--- src/rtl/cavlc_lvl_pkg.sv ---
package cavlc_lvl_pkg;
  localparam int unsigned NUM_TBL = 7;
  localparam int unsigned TBL_W   = 3;
  localparam int unsigned NSLOT   = 1 << TBL_W;
  typedef logic [TBL_W-1:0] tbl_t;
  localparam tbl_t TBL_TOP = tbl_t'(NUM_TBL - 1);
endpackage

--- src/rtl/cavlc_lvl_lzc.sv ---
module cavlc_lvl_lzc #(
  parameter int unsigned W   = 32,
  parameter int unsigned LZW = 6
) (
  input  logic [W-1:0]   bits_i,
  output logic [LZW-1:0] lz_o
);
  // lowest-to-highest scan: the highest set bit wins
  always_comb begin
    lz_o = LZW'(W);
    for (int i = 0; i < int'(W); i++) begin
      if (bits_i[i]) lz_o = LZW'(int'(W) - 1 - i);
    end
  end
endmodule

--- src/rtl/cavlc_lvl_sel.sv ---
// Stage 1: prefix-indexed row giving remainder width per table.
module cavlc_lvl_sel
  import cavlc_lvl_pkg::*;
#(
  parameter int unsigned MAX_PREFIX = 16,
  parameter int unsigned PW         = 5,
  parameter int unsigned SSW        = 4
) (
  input  logic [PW-1:0]  lz_i,
  input  tbl_t           tbl_i,
  output logic [SSW-1:0] suf_sz_o
);
  localparam int unsigned NROW = 1 << PW;

  logic [SSW-1:0] sz_t0   [NROW];
  logic           is_long [NROW];

  for (genvar p = 0; p < int'(NROW); p++) begin : g_row
    localparam int PC = (p > int'(MAX_PREFIX)) ? int'(MAX_PREFIX) : p;
    if (PC >= 15) begin : g_long
      assign sz_t0[p]   = SSW'(PC - 3);
      assign is_long[p] = 1'b1;
    end else if (PC == 14) begin : g_p14
      assign sz_t0[p]   = SSW'(4);
      assign is_long[p] = 1'b0;
    end else begin : g_short
      assign sz_t0[p]   = '0;
      assign is_long[p] = 1'b0;
    end
  end

  always_comb begin
    if (tbl_i == '0 || is_long[lz_i]) suf_sz_o = sz_t0[lz_i];
    else                              suf_sz_o = SSW'(tbl_i);
  end
endmodule

--- src/rtl/cavlc_lvl_map.sv ---
// Stage 2: prefix + remainder -> level code -> interleaved signed level.
module cavlc_lvl_map
  import cavlc_lvl_pkg::*;
#(
  parameter int unsigned PW = 5,
  parameter int unsigned SW = 13,
  parameter int unsigned CW = 16
) (
  input  logic [PW-1:0]        lz_i,
  input  tbl_t                 tbl_i,
  input  logic [SW-1:0]        suf_i,
  input  logic                 adj_i,
  output logic signed [CW-1:0] level_o,
  output logic [CW-1:0]        mag_o
);
  logic [CW-1:0] code;
  logic [PW-1:0] pfx_cap;

  always_comb begin
    pfx_cap = (lz_i >= PW'(15)) ? PW'(15) : lz_i;
    code    = (CW'(pfx_cap) << tbl_i) + CW'(suf_i);
    if (lz_i >= PW'(15) && tbl_i == '0) code = code + CW'(15);
    // escape: arithmetic extension of the prefix-15 range
    if (lz_i >= PW'(16)) code = code + (CW'(1) << (lz_i - PW'(3))) - CW'(4096);
    if (adj_i) code = code + CW'(2);
    mag_o   = code[0] ? ((code + CW'(1)) >> 1) : ((code >> 1) + CW'(1));
    level_o = code[0] ? -$signed(mag_o) : $signed(mag_o);
  end
endmodule

--- src/rtl/cavlc_lvl_adapt.sv ---
module cavlc_lvl_adapt
  import cavlc_lvl_pkg::*;
#(
  parameter int unsigned CW = 16
) (
  input  tbl_t          tbl_i,
  input  logic [CW-1:0] mag_i,
  output tbl_t          tbl_o
);
  logic [NSLOT-1:0] adv;
  tbl_t             base;

  for (genvar t = 0; t < int'(NSLOT); t++) begin : g_thr
    if (t == 0 || t >= int'(NUM_TBL) - 1) begin : g_hold
      assign adv[t] = 1'b0;
    end else begin : g_cmp
      assign adv[t] = mag_i > CW'(3 << (t - 1));
    end
  end

  always_comb begin
    base  = (tbl_i == '0) ? tbl_t'(1) : tbl_i;
    tbl_o = adv[base] ? base + tbl_t'(1) : base;
  end
endmodule

--- src/rtl/cavlc_lvl_dec.sv ---
module cavlc_lvl_dec
  import cavlc_lvl_pkg::*;
#(
  parameter int unsigned MAX_PREFIX = 16,
  parameter int unsigned WIN        = 32,
  parameter int unsigned CNT_W      = 5
) (
  input  logic                         clk_i,
  input  logic                         rst_ni,
  input  logic                         start_i,
  input  logic [CNT_W-1:0]             total_coeff_i,
  input  logic [1:0]                   trailing_ones_i,
  input  logic                         bits_valid_i,
  input  logic [WIN-1:0]               bits_i,
  output logic                         busy_o,
  output logic                         level_valid_o,
  output logic signed [MAX_PREFIX-1:0] level_o,
  output logic [$clog2(WIN+1)-1:0]     len_o,
  output logic [2:0]                   tbl_o,
  output logic                         done_o
);
  localparam int unsigned LZW  = $clog2(WIN + 1);
  localparam int unsigned PW   = $clog2(MAX_PREFIX + 1);
  localparam int unsigned SW   = MAX_PREFIX - 3;
  localparam int unsigned SSW  = $clog2(SW + 1);
  localparam int unsigned CW   = MAX_PREFIX;

  logic [LZW-1:0]        lz_raw;
  logic [PW-1:0]         lz;
  logic [SSW-1:0]        suf_sz;
  logic [LZW:0]          pfx_len;
  logic [WIN-1:0]        after_pfx, suf_full;
  logic [SW-1:0]         suf_val;
  logic [LZW-1:0]        len_d;
  logic signed [CW-1:0]  level_d;
  logic [CW-1:0]         mag_d;
  tbl_t                  tbl_q, tbl_nxt;

  logic                  busy_q, first_q, adj_q, vld_q, done_q;
  logic [CNT_W-1:0]      cnt_q, cnt_start;
  logic signed [CW-1:0]  level_q;
  logic [LZW-1:0]        len_q;

  cavlc_lvl_lzc #(.W(WIN), .LZW(LZW)) u_lzc (
    .bits_i (bits_i),
    .lz_o   (lz_raw)
  );

  assign lz = (lz_raw > LZW'(MAX_PREFIX)) ? PW'(MAX_PREFIX) : lz_raw[PW-1:0];

  cavlc_lvl_sel #(.MAX_PREFIX(MAX_PREFIX), .PW(PW), .SSW(SSW)) u_sel (
    .lz_i     (lz),
    .tbl_i    (tbl_q),
    .suf_sz_o (suf_sz)
  );

  // drop prefix and separator, then right-align the remainder
  always_comb begin
    pfx_len   = (LZW+1)'(lz) + (LZW+1)'(1);
    after_pfx = bits_i << pfx_len;
    suf_full  = after_pfx >> (WIN - 32'(suf_sz));
    suf_val   = suf_full[SW-1:0];
    len_d     = LZW'(lz) + LZW'(suf_sz) + LZW'(1);
  end

  cavlc_lvl_map #(.PW(PW), .SW(SW), .CW(CW)) u_map (
    .lz_i    (lz),
    .tbl_i   (tbl_q),
    .suf_i   (suf_val),
    .adj_i   (adj_q & first_q),
    .level_o (level_d),
    .mag_o   (mag_d)
  );

  cavlc_lvl_adapt #(.CW(CW)) u_adapt (
    .tbl_i (tbl_q),
    .mag_i (mag_d),
    .tbl_o (tbl_nxt)
  );

  assign cnt_start = total_coeff_i - CNT_W'(trailing_ones_i);

  always_ff @(posedge clk_i or negedge rst_ni) begin
    if (!rst_ni) begin
      busy_q  <= 1'b0;
      first_q <= 1'b0;
      adj_q   <= 1'b0;
      vld_q   <= 1'b0;
      done_q  <= 1'b0;
      cnt_q   <= '0;
      tbl_q   <= '0;
      level_q <= '0;
      len_q   <= '0;
    end else if (start_i) begin
      busy_q  <= (cnt_start != '0);
      done_q  <= (cnt_start == '0);
      cnt_q   <= cnt_start;
      first_q <= 1'b1;
      adj_q   <= (trailing_ones_i != 2'd3);
      tbl_q   <= (total_coeff_i > CNT_W'(10) && trailing_ones_i != 2'd3) ? tbl_t'(1) : '0;
      vld_q   <= 1'b0;
    end else if (busy_q && bits_valid_i) begin
      vld_q   <= 1'b1;
      level_q <= level_d;
      len_q   <= len_d;
      tbl_q   <= tbl_nxt;
      first_q <= 1'b0;
      cnt_q   <= cnt_q - CNT_W'(1);
      busy_q  <= (cnt_q != CNT_W'(1));
      done_q  <= (cnt_q == CNT_W'(1));
    end else begin
      vld_q   <= 1'b0;
      done_q  <= 1'b0;
    end
  end

  assign busy_o        = busy_q;
  assign level_valid_o = vld_q;
  assign level_o       = level_q;
  assign len_o         = len_q;
  assign tbl_o         = tbl_q;
  assign done_o        = done_q;
endmodule

--- config.mk ---
export PLATFORM = sky130hd
export DESIGN_NAME = cavlc_lvl_dec
export DESIGN_NICKNAME = d
export VERILOG_FILES = /design/src/rtl/cavlc_lvl_pkg.sv /design/src/rtl/cavlc_lvl_lzc.sv /design/src/rtl/cavlc_lvl_sel.sv /design/src/rtl/cavlc_lvl_map.sv /design/src/rtl/cavlc_lvl_adapt.sv /design/src/rtl/cavlc_lvl_dec.sv
export SDC_FILE = /design/constraint.sdc
export NUM_CORES = 1
export LEC_CHECK = 0
export CAP_MARGIN = 20
export CORE_MARGIN = 4
export CORE_UTILIZATION = 48
export DETAILED_ROUTE_END_ITERATION = 6
export PLACE_DENSITY = 0.67
export SYNTH_ARGS = -nofsm -noshare
export SYNTH_HDL_FRONTEND = slang
export SYNTH_HIERARCHICAL = 1
export SYNTH_SLANG_ARGS = --single-unit
--- constraint.sdc ---
create_clock -name clk_i -period 12 [get_ports clk_i]
set_input_delay 3 -clock clk_i [delete_from_list [all_inputs] [get_ports clk_i]]
set_output_delay 3 -clock clk_i [all_outputs]
set_load 0.02 [all_outputs]
==> impl_metrics.yaml, run 1 <==
run_status:
  status: "complete, but fails checks"
  violations: "DRC, setup timing"
synthesis:
  synth_top_family_by_area: "compound AO/OA/AOI/OAI gates"
  synth.distinct_cells: 132
  synth.area.mux_share_pct: 9.24
  synth_area_mm2: 0.0104
  synth_cells: 1436
  synth.net_count: 1536
  synthSimpleGateAreaFrac_pct: 28.5
  synth_compound_area_share_pct: 33.0
  synth_edf_count: 0
  synth_flop_cell: "dfrtp_1"
  ys_warn_count: 6
  synth_xor_area_share_pct: 6.96
  ys_ff_latch: 35
  synthAdderAreaFrac_pct: 7.25
  async_flop_share_pct: 100
  yosysSeqAreaShare_pct: 8.40
  syn_area_per_cell_um2: 7.26
timing:
  slew_headroom_pct: 39.5
  max_freq_mhz: 77.3
  tightest_slew_ns: 0.882
  fin_skew_ns: 0.00348
  fin_crit_ns: 12.94
  hold_viol: 0
  post-route-period-util_pct: 108
  slew_viol_final: 0
  rsz0062_at_grt: "yes"
  fin_ws_ns: -0.940
  final-setup-viol-count: 9
clock_network:
  cts_tree: "built"
  cts.path.max_buffers: 2
  cts_buffers: 5
  root_buffer: "clkbuf_16"
  htreeDepth: 2
  postCtsHoldBufs: 0
  cts_sinks: 35
  clk_pin_slew_ns: 0.05
  clk_latency_ns: 0.28
setup_path:
  critPathMaxFanout: 6
  cp.required_ns: 12.19
  cpPeakStageDelay_ns: 0.49
  critical_path.top_delay_family: "compound AO/OA/AOI/OAI gates"
  reg2reg_from: "tbl_o[0]"
  path_class: "input pin to flop"
  startpoint_type: "input pin"
  reg2reg_setup_slack_ns: 2.73
  end_kind: "flop"
  cp_slowest_cell: "mux4_2"
  reg2reg_depth: 37
  r2r_end: "tbl_o[0]"
  crit_buf_inv: 5
  crit_arrival_ns: 13.13
  path_depth: 45
grt:
  antenna_found_initial: 0
  overflow: 0
  grt_max_degree: 44
  grt_pass1_vias: 13800
  grt_pass1_wl_um: 74300
  grt_use_total_pct: 37.7
floorplanning:
  die_w_um: 155
  die_y_um: 155
  coreArea_mm2: 0.0212
  initial_utilization_pct: 49.1
  pin_count: 71
  die_area_mm2: 0.0241
  num_rows: 53
drt:
  ant_nets: 0
  drt_pass1_iterations: 7
  wl_per_cell_um: 22.6
  vias_per_cell: 6.41
  route.detailed.drc: 1
  vias: 14600
  drtIter0Drc: 1636
  wl_um: 51300
power:
  p_int_mw: 2.39
  seqPwrFrac_pct: 4.1
  p_leak_nw: 7.55
  p_per_area_mw_per_mm2: 284
  peakVddDrop_v: 0.000346
  power_frac_comb_pct: 93.1
  swShare_pct: 51.0
  switchingPower_mw: 2.49
  clockPowerShare_pct: 2.8
final_layout:
  num-fill-cells: 1399
  final_cells: 2276
  fin_nets: 2100
  antenna_cells: 0
  postLayoutCoreUtil_pct: 80.9
  final_common_cell: "buf_4"
  layout_common_cells: "528 x buf_4, 163 x nand2_1, 115 x nor2_1"
  drive_gt1_share_pct: 46.5
  area_growth_pct: 64.7
placed_design:
  place_congestion: 1.02
  portBuffers: 70
  dp_hpwl_um: 35900
  place_inst: 2186
min_path:
  holdCritStartpoint: "level_o[10]"
  holdPathEnd: "level_o[10]"
  hold_class: "flop to flop"
  worstHoldPathCells: 2
run:
  cap_violations: 0
[worst max path at each step]
stage	startpoint	endpoint	slack [ns]
6_report	bits_i[14]	tbl_o[0]	-0.94
5_1_grt	bits_i[13]	tbl_o[0]	-1.22
4_1_cts	bits_i[27]	tbl_o[0]	-0.73
3_5_place_dp	bits_i[3]	tbl_o[0]	-1.68
3_3_place_gp	bits_i[20]	tbl_o[0]	-1.47
2_1_floorplan	bits_i[30]	tbl_o[0]	-0.73
[metal layers]
layer  wire [µm]  track usage [%]  vias up  share of wire, %
li1            -                -     6538                 -
met1       20800             52.7     6890                41
met2       22800             59.9      949                44
met3        4950             5.90      223               9.6
met4        2790             11.6        0               5.4
met5           0                0        -                 0
[state kept, by name, summed over array words and instances (netlist names)]
| signal | cells |
|---|---|
| cnt_q | 5 |
| tbl_o | 3 |
| len_o | 6 |
| done_o | 1 |
| busy_o | 1 |
| level_valid_o | 1 |
| level_o | 16 |
| adj_q | 1 |
| first_q | 1 |
[stage by stage]
stage	worst slack, ns	TNS (ns)	hold WS (ns)	instance area [µm²]	power (mW)
floorplan	-0.727	-1.66	0.441	10600	2.45
global placement	-1.47	-12.26	0.450	14900	3.91
detailed placement	-1.68	-14.65	0.462	14900	3.98
CTS	-0.727	-1.82	0.476	16100	4.35
global route	-1.22	-7.15	0.506	17200	5.14
finish	-0.940	-4.21	0.473	17200	4.87
[what timing repair did]
action | 4_1_cts | 5_1_grt
cloned | 2 | 1
setup buffers | 48 | 37
endpoints found under the hold margin | 0 | 0
gates resized for setup | 247 | 180
endpoints found under the setup margin | 14 | 14
pin swaps | 80 | 82
[worst register-to-register path, delay by kind of cell (launching register included)]
family	cells	cell delay [ns]
compound gates	15	3.42
simple gates	10	2.15
fa+ha+maj	4	1.20
flops	1	0.91
xor+xnor	4	0.70
mux	2	0.43
buf+inv	2	0.37
[synth_stat cells, types with 21 or more instances]
library cell  number  area (µm²)
nor2_1           136         510
nor4_1            21         131
mux2_2            21         236
nand3_1           32         160
dfrtp_1           35         876
o21ai_0           61         305
xnor2_1           49         429
xor2_1            22         193
a21oi_1           99         495
clkbuf_1          36         135
nand2b_1          25         156
mux2i_1           43         430
ha_1              54         676
a211oi_1          47         353
nor3_1            52         260
nand2_1          168         631
inv_1             52         195
[kinds of logic (layout without fill, tap and decap cells)]
logic type / Yosys count / after routing
AND/OR/NAND/NOR: 577 / 577
flip-flops: 35 / 35
buffers and inverters: 138 / 703
adder cells (fa/ha/maj): 59 / 59
AO/OA/AOI/OAI: 470 / 470
other: 2 / 2
multiplexers: 78 / 78
XOR/XNOR: 77 / 77
[power groups by stage]
| stage | logic [mW] | registers, mW | clock network, mW |
|---|---|---|---|
| after detailed placement | 3.78 | 0.198 | 0 |
| after global placement | 3.71 | 0.197 | 0 |
| after CTS | 4.02 | 0.197 | 0.139 |
| after floorplan | 2.23 | 0.223 | 0 |
| after global routing | 4.79 | 0.205 | 0.145 |
| final | 4.54 | 0.200 | 0.138 |
[cell type report]
cell class / instances / area, µm² / share of cell area [%]
multi-input cells: 1263 / 10400 / 60.7
repair buffers: 640 / 5150 / 30.0
flip-flops and latches: 35 / 876 / 5.10
well taps: 275 / 344 / 2.00
inverters: 55 / 218 / 1.27
clock buffers: 7 / 153 / 0.889
clock inverters: 1 / 7.51 / 0.0437
(Power assumes the default switching activity.)
==> run 2: changes to the inputs <==
- CELL_PAD_IN_SITES_DETAIL_PLACEMENT: default -> 1
- CELL_PAD_IN_SITES_GLOBAL_PLACEMENT: default -> 2
- CORE_UTILIZATION: 48 -> 36
- PLACE_DENSITY: 0.67 -> default
- PLACE_DENSITY_LB_ADDON: default -> 0.1
==> impl_metrics.yaml, run 2 (synthesis gave the netlist of run 1 again) <==
clock_network:
  cts_sinks: 35
  cts_buffers: 5
  clk_latency_ns: 0.27
  cts.path.max_buffers: 2
  clk_pin_slew_ns: 0.05
  cts_tree: "built"
  htreeDepth: 2
  root_buffer: "clkbuf_16"
final_layout:
  multi_input_area_mm2: 0.0106
  largest_reg_flops: 16
  postLayoutCoreUtil_pct: 62.8
  antenna_cells: 0
  layout_common_cells: "541 x buf_4, 163 x nand2_1, 120 x nor2_1"
  final_common_cell: "buf_4"
  drive_gt1_share_pct: 48.0
  num-fill-cells: 3412
  area_growth_pct: 72.6
  fin_nets: 2134
  seq_area_um2: 876
timing:
  slew_viol_final: 0
  max_freq_mhz: 75.7
  fin_hold_ws_ns: 0.470
  final-setup-viol-count: 10
  tightest_slew_ns: 1.02
  fin_crit_ns: 13.20
  slew_headroom_pct: 31.9
  finalSetupTns_ns: -6.31
  rsz0062_at_grt: "yes"
  fin_ws_ns: -1.20
  fin_skew_ns: 0.00277
  hold_viol: 0
  post-route-period-util_pct: 110
floorplanning:
  initial_utilization_pct: 36.4
  die_area_mm2: 0.0317
  die_w_um: 178
  die_y_um: 178
  num_rows: 62
  pin_count: 71
  coreArea_mm2: 0.0286
power:
  p_per_area_mw_per_mm2: 291
  power_frac_comb_pct: 93.5
  power_mw: 5.23
  swShare_pct: 51.5
  peakVddDrop_v: 0.000212
  seqPwrFrac_pct: 3.9
  p_leak_nw: 7.81
  p_int_mw: 2.53
  switchingPower_mw: 2.69
  clockPowerShare_pct: 2.6
grt:
  grt_pass1_wl_um: 87200
  grt_pass1_vias: 15500
  overflow: 0
  antenna_found_initial: 0
  grt_use_total_pct: 34.4
  grt_max_degree: 36
setup_path:
  r2r_end: "tbl_o[1]"
  reg2reg_depth: 39
  reg2reg_setup_slack_ns: 2.54
  critical_path.top_delay_family: "compound AO/OA/AOI/OAI gates"
  end_kind: "flop"
  cp_slowest_cell: "or4_4"
  crit_buf_inv: 15
  critPathMaxFanout: 6
  cpPeakStageDelay_ns: 0.57
  path_class: "input pin to flop"
  reg2reg_from: "tbl_o[1]"
  crit_arrival_ns: 13.33
  startpoint_type: "input pin"
  cp.required_ns: 12.13
drt:
  drtIter0Drc: 1349
  drt_pass1_iterations: 5
  wl_per_cell_um: 25.2
  vias_per_cell: 6.16
  ant_nets: 0
  route.detailed.drc: 0
  vias: 14900
  wl_um: 60900
min_path:
  holdCritStartpoint: "level_o[15]"
  holdPathEnd: "level_o[15]"
  worstHoldPathCells: 2
  hold_class: "flop to flop"
placed_design:
  dp_slack_ns: -1.87
  place_congestion: 1.00
  dp_hpwl_um: 42000
  portBuffers: 70
run_status:
  status: "complete, but fails checks"
  violations: "setup timing"
run:
  cap_violations: 0
==> run 2: worst max-delay path by stage <==
stage,startpoint,to,slack (ns),cells past startpoint
final,bits_i[27],tbl_o[1],-1.20,52
after global routing,bits_i[27],tbl_o[1],-1.50,53
after CTS,bits_i[23],tbl_o[0],-0.69,48
after detailed placement,bits_i[16],tbl_o[0],-1.87,49
after global placement,bits_i[0],tbl_o[0],-1.60,46
after floorplan,bits_i[30],tbl_o[0],-0.73,48
==> run 2: stage by stage <==
| step | cell area [µm²] | instances |
|---|---|---|
| detailed placement | 15300 | 2324 |
| global route | 18000 | 2419 |
| global placement | 15300 | 2324 |
| finish | 18000 | 2419 |
| CTS | 17300 | 2402 |
| floorplan | 10600 | 1436 |
==> run 2: layer usage <==
layer  up-vias  global-route usage (%)  routed length, µm
met4         0                    12.5               3020
li1       6618                       -                  -
met3       206                    6.57               4310
met5         -                       0                  0
met1      7377                    44.9              25000
met2       705                    56.8              28500
==> run 2: area by class of cell <==
type	instances	share of cell area, %
repair buffers	673	31.4
well taps	384	2.67
clock buffers	8	0.869
multi-input cells	1264	58.9
flip-flops and latches	35	4.87
inverters	55	1.26
==> run 2: timing repair <==
item / 4_1_cts / 5_1_grt
resized for setup: 340 / 99
hold buffers: 0 / 0
setup buffers: 66 / 20
gates cloned: 7 / 0
endpoints found under the setup margin: 14 / 14
pin swaps: 100 / 60
==> run 2: worst register-to-register path: cells and delay by family, from the launching register on <==
kind	cells	cell delay, ns
compound gates	14	2.52
xor+xnor	3	0.57
fa+ha+maj	4	1.25
buf+inv	8	1.13
flops	1	1.01
mux	2	0.69
simple gates	8	2.15
==> run 2: power by group through the flow <==
stage | Clock, mW | Sequential [mW] | Combinational [mW]
floorplan | 0 | 0.223 | 2.23
global placement | 0 | 0.203 | 3.92
detailed placement | 0 | 0.203 | 4.03
CTS | 0.138 | 0.203 | 4.34
global route | 0.143 | 0.212 | 5.16
finish | 0.135 | 0.206 | 4.89
